### src/rtl/cond_trap_unit.sv
module cond_trap_unit #(
  parameter int XLEN = 64,
  parameter int IMMW = 16,
  parameter logic [63:0] TRAP_VEC = 64'h700,
  parameter int PC_STEP = 4
) (
  input  logic            clk,
  input  logic            rst,
  input  logic            in_valid,
  input  logic [5:0]      op_primary,
  input  logic [9:0]      op_ext,
  input  logic [4:0]      to_mask,
  input  logic [IMMW-1:0] imm16,
  input  logic [XLEN-1:0] opnd_a,
  input  logic [XLEN-1:0] opnd_b,
  input  logic [XLEN-1:0] cur_pc,
  output logic            out_valid,
  output logic            insn_ok,
  output logic            trap_req,
  output logic            trap_flag,
  output logic [XLEN-1:0] trap_vector,
  output logic [XLEN-1:0] next_pc
);
  localparam int WLEN = XLEN / 2;
  localparam logic [5:0] OP_DIMM = 6'd2;
  localparam logic [5:0] OP_WIMM = 6'd3;
  localparam logic [5:0] OP_XGRP = 6'd31;
  localparam logic [9:0] XO_WREG = 10'd4;
  localparam logic [9:0] XO_DREG = 10'd68;

  logic is_imm, is_reg, is_word, legal;
  assign is_imm  = (op_primary == OP_DIMM) || (op_primary == OP_WIMM);
  assign is_reg  = (op_primary == OP_XGRP) && ((op_ext == XO_WREG) || (op_ext == XO_DREG));
  assign legal   = is_imm || is_reg;
  assign is_word = (op_primary == OP_WIMM) || ((op_primary == OP_XGRP) && (op_ext == XO_WREG));

  logic [XLEN-1:0] b_sel, a_s, b_s, a_u, b_u;
  assign b_sel = is_imm ? {{(XLEN-IMMW){imm16[IMMW-1]}}, imm16} : opnd_b;
  assign a_s = is_word ? {{WLEN{opnd_a[WLEN-1]}}, opnd_a[WLEN-1:0]} : opnd_a;
  assign b_s = is_word ? {{WLEN{b_sel[WLEN-1]}},  b_sel[WLEN-1:0]}  : b_sel;
  assign a_u = is_word ? {{WLEN{1'b0}}, opnd_a[WLEN-1:0]} : opnd_a;
  assign b_u = is_word ? {{WLEN{1'b0}}, b_sel[WLEN-1:0]}  : b_sel;

  logic [4:0] cond;
  assign cond = { $signed(a_s) < $signed(b_s),
                  $signed(a_s) > $signed(b_s),
                  a_u == b_u,
                  a_u < b_u,
                  a_u > b_u };

  logic fire;
  assign fire = legal && |(to_mask & cond);

  always_ff @(posedge clk) begin
    if (rst) begin
      out_valid   <= 1'b0;
      insn_ok     <= 1'b0;
      trap_req    <= 1'b0;
      trap_flag   <= 1'b0;
      trap_vector <= '0;
      next_pc     <= '0;
    end else if (in_valid) begin
      out_valid   <= 1'b1;
      insn_ok     <= legal;
      trap_req    <= fire;
      trap_flag   <= fire;
      trap_vector <= fire ? TRAP_VEC[XLEN-1:0] : '0;
      next_pc     <= fire ? cur_pc : cur_pc + XLEN'(PC_STEP);
    end else begin
      out_valid   <= 1'b0;
      trap_req    <= 1'b0;
      trap_flag   <= 1'b0;
      trap_vector <= '0;
    end
  end
endmodule


### config.mk
export PLATFORM = sky130hd
export DESIGN_NAME = cond_trap_unit
export DESIGN_NICKNAME = d
export VERILOG_FILES = /design/src/rtl/cond_trap_unit.sv
export SDC_FILE = /design/constraint.sdc
export NUM_CORES = 1
export LEC_CHECK = 0
export CORE_MARGIN = 10
export CORE_UTILIZATION = 47
export CTS_BUF_LIST = sky130_fd_sc_hd__clkbuf_16
export DETAILED_ROUTE_END_ITERATION = 8
export DONT_BUFFER_PORTS = 1
export MAX_ROUTING_LAYER = met4
export PLACE_DENSITY = 0.7
export RECOVER_POWER = 25
export SYNTH_ARGS = -nofsm -noshare
export SYNTH_HDL_FRONTEND = slang
export SYNTH_SLANG_ARGS = --single-unit
### constraint.sdc
create_clock -name clk -period 8.2 [get_ports clk]
set_input_delay 0.41 -clock clk [delete_from_list [all_inputs] [get_ports clk]]
set_output_delay 0.41 -clock clk [all_outputs]
set_load 0.01 [all_outputs]
==> out/qor.yml <==
worst-path-stages: 16
grt_antenna_before_repair: 1
post_cts_buffers: 0
tns_ns: 0
clock_sinks: 67
dp_worst_setup_slack_ns: 1.78
ys_ff_latch: 67
synth_top_area_frac: 0.166
relSlewSlack: 0.214
path_clk_slew_ns: 0.05
clk_latency_ns: 0.33
synth_edf_count: 0
slew_violations: 0
via_count: 7752
grt_start_max_net_pins: 132
synthesis.instances: 1069
ys.flop_type: "dfxtp_1"
crit_path_cell_trace: "nor2b_1 > nand2_1 > o21a_1 > o21ai_0 > o21a_1 > ha_1 > nand4_1 > nor4_2 > nand2_1 > o21ai_0 > mux2_2 > or4b_1 > a21oi_2 > a211o_1 > o31ai_1 > a311oi_1"
critPathArrivalTime_ns: 6.36
ys_async_sr_fraction: 0
max_freq_mhz: 163
drv_cap: 0
final_core_util: 0.489
rows: 47
cts.repair.resized: 0
critical_path_class: "in -> reg"
fin_nets: 1343
cts_buffer_depth: 2
drcViolationCount: 0
yosys.area.top_type: "dfxtp_1"
core_um2: 16700
fin_area_um2: 8170
die_area_um2: 22800
numCtsBuffers: 9
critPathSlowestCell: "o21a_1"
crit_required_ns: 8.44
synth_area_leaders: "dfxtp_1 17%, ha_1 15%, buf_4 6.5%, a311oi_1 4.6%, nor2_1 4.1%"
drt-pass1-iter-count: 5
layout_common_cells: "96 x ha_1, 86 x nor2_1, 82 x nand2_1"
min_path_cells: 1
drive_gt1_frac: 0.0510
drt-initial-drc-count: 511
max_stage_delay_ns: 0.84
ant_nets: 0
gp_congestion: 0.921
hold_violations: 0
syn_avg_cell_area_um2: 7.54
period_needed_ns: 6.12
critPathBufInv: 0
routed_wirelength_um: 27600
crit_family: "compound AO/OA/AOI/OAI gates"
finalCritPeriodShare: 0.747
die_w_um: 151
cp-start-kind: "input pin"
fp.dieH_um: 151
grt_pass1_vias: 7623
cp_max_fo: 32
grt_pass1_wl_um: 42300
io_buffers: 0
holdBufCountCts: 0
root_buffer: "clkbuf_16"
synth.distinct_cells: 66
finalSetupViolations: 0
grt_usage: 0.235
rsz0062_at_grt: "no"
wl_per_cell_um: 22.2
endpoint_kind: "register"
dp_hpwl_um: 22200
ys_seq_area_frac: 0.166
start_util: 0.483
worst_slack_ns: 2.08
syn_to_final_growth_pct: 1.35
viasPerCell: 6.23
cts_max_level: 3
cts_tree: "done"
ir_worst_vdd_v: 0.0000874
r2r_cells: 2
final_common_cell: "ha_1"
placed_area_um2: 7880
min_path_type: "in -> reg"
p_leak_nw: 3.33
status: "complete, no violations"
synthesis.area_um2: 8060
tightest_slew_ns: 1.18
gr-total-overflow: 0
num_io_pins: 364
total_power_mw: 1.01
yosysWarningCount: 0
power.density_nw_per_um2: 123
skew_ns: 0
==> stage by stage <==
| step | hold slack, ns | cells |
|---|---|---|
| floorplan | 0.496 | 1129 |
| global placement | 0.491 | 1224 |
| detailed placement | 0.492 | 1224 |
| CTS | 0.136 | 1239 |
| global route | 0.135 | 1240 |
| finish | 0.148 | 1244 |
==> flip-flops by register name, summed over array words and instances, names as in the netlist <==
signal / flops
trap_vector: 1
insn_ok: 1
out_valid: 1
next_pc: 64
==> cells in the mapped netlist (24+ instances only) <==
cell type,n
nand2b_1,24
nor2_1,87
a311oi_1,42
a211oi_1,27
clkbuf_1,51
nand3_1,45
nand2_1,82
o21ai_0,49
buf_4,70
nand4_1,37
and2_1,25
inv_1,45
ha_1,96
a21oi_1,61
dfxtp_1,67
o21a_1,36
==> worst reg2reg max path, delay by kind of cell, from the launching register on <==
family | cells | cell delay [ns]
and+or+nand+nor | 1 | 0.07
AOI/OAI and AO/OA | 1 | 0.23
DFF | 1 | 0.46
==> final timing paths <==
kind	from	end	slack [ns]
max reg2reg	next_pc[11]$_SDFFE_PP0P_	next_pc[11]$_SDFFE_PP0P_	7.35
min reg2reg	next_pc[49]$_SDFFE_PP0P_	next_pc[49]$_SDFFE_PP0P_	0.53
min	rst	next_pc[49]$_SDFFE_PP0P_	0.15
max	op_primary[1]	next_pc[47]$_SDFFE_PP0P_	2.08
==> final cells by class <==
| class | count | area, um^2 |
|---|---|---|
| clock inverter | 6 | 58.8 |
| fill | 1653 | 8530 |
| antenna | 5 | 12.5 |
| tap | 220 | 275 |
| clock buffer | 9 | 225 |
| sequential | 67 | 1340 |
| inverter | 45 | 169 |
| multi-input combinational | 887 | 6050 |
| timing repair buffer | 5 | 37.5 |
==> logic make-up (layout without fill, tap and decap cells) <==
kind of cell,count (synthesis),count (layout),synth area share
XOR/XNOR,15,15,0.0163
flip-flops,67,67,0.166
buffers and inverters,175,65,0.115
other,1,66,0.000465
multiplexers,23,23,0.0287
adder cells (fa/ha/maj),96,96,0.149
AO/OA/AOI/OAI,302,302,0.265
AND/OR/NAND/NOR,390,390,0.259
==> layer usage <==
| metal | part of all wire | global-route usage | wire [um] |
|---|---|---|---|
| met1 | 0.41 | 0.281 | 11400 |
| met2 | 0.46 | 0.377 | 12800 |
| met3 | 0.11 | 0.0862 | 3030 |
| met4 | 0.013 | 0.0399 | 347 |
| met5 | 0 | - | 0 |
==> report_power, final <==
part / internal [mW] / total (mW) / switching [mW]
Clock: 0.231 / 0.379 / 0.148
Sequential: 0.349 / 0.380 / 0.0312
Combinational: 0.109 / 0.250 / 0.141
Total: 0.689 / 1.01 / 0.320
Note: power is estimated with default switching activity, not from simulation.
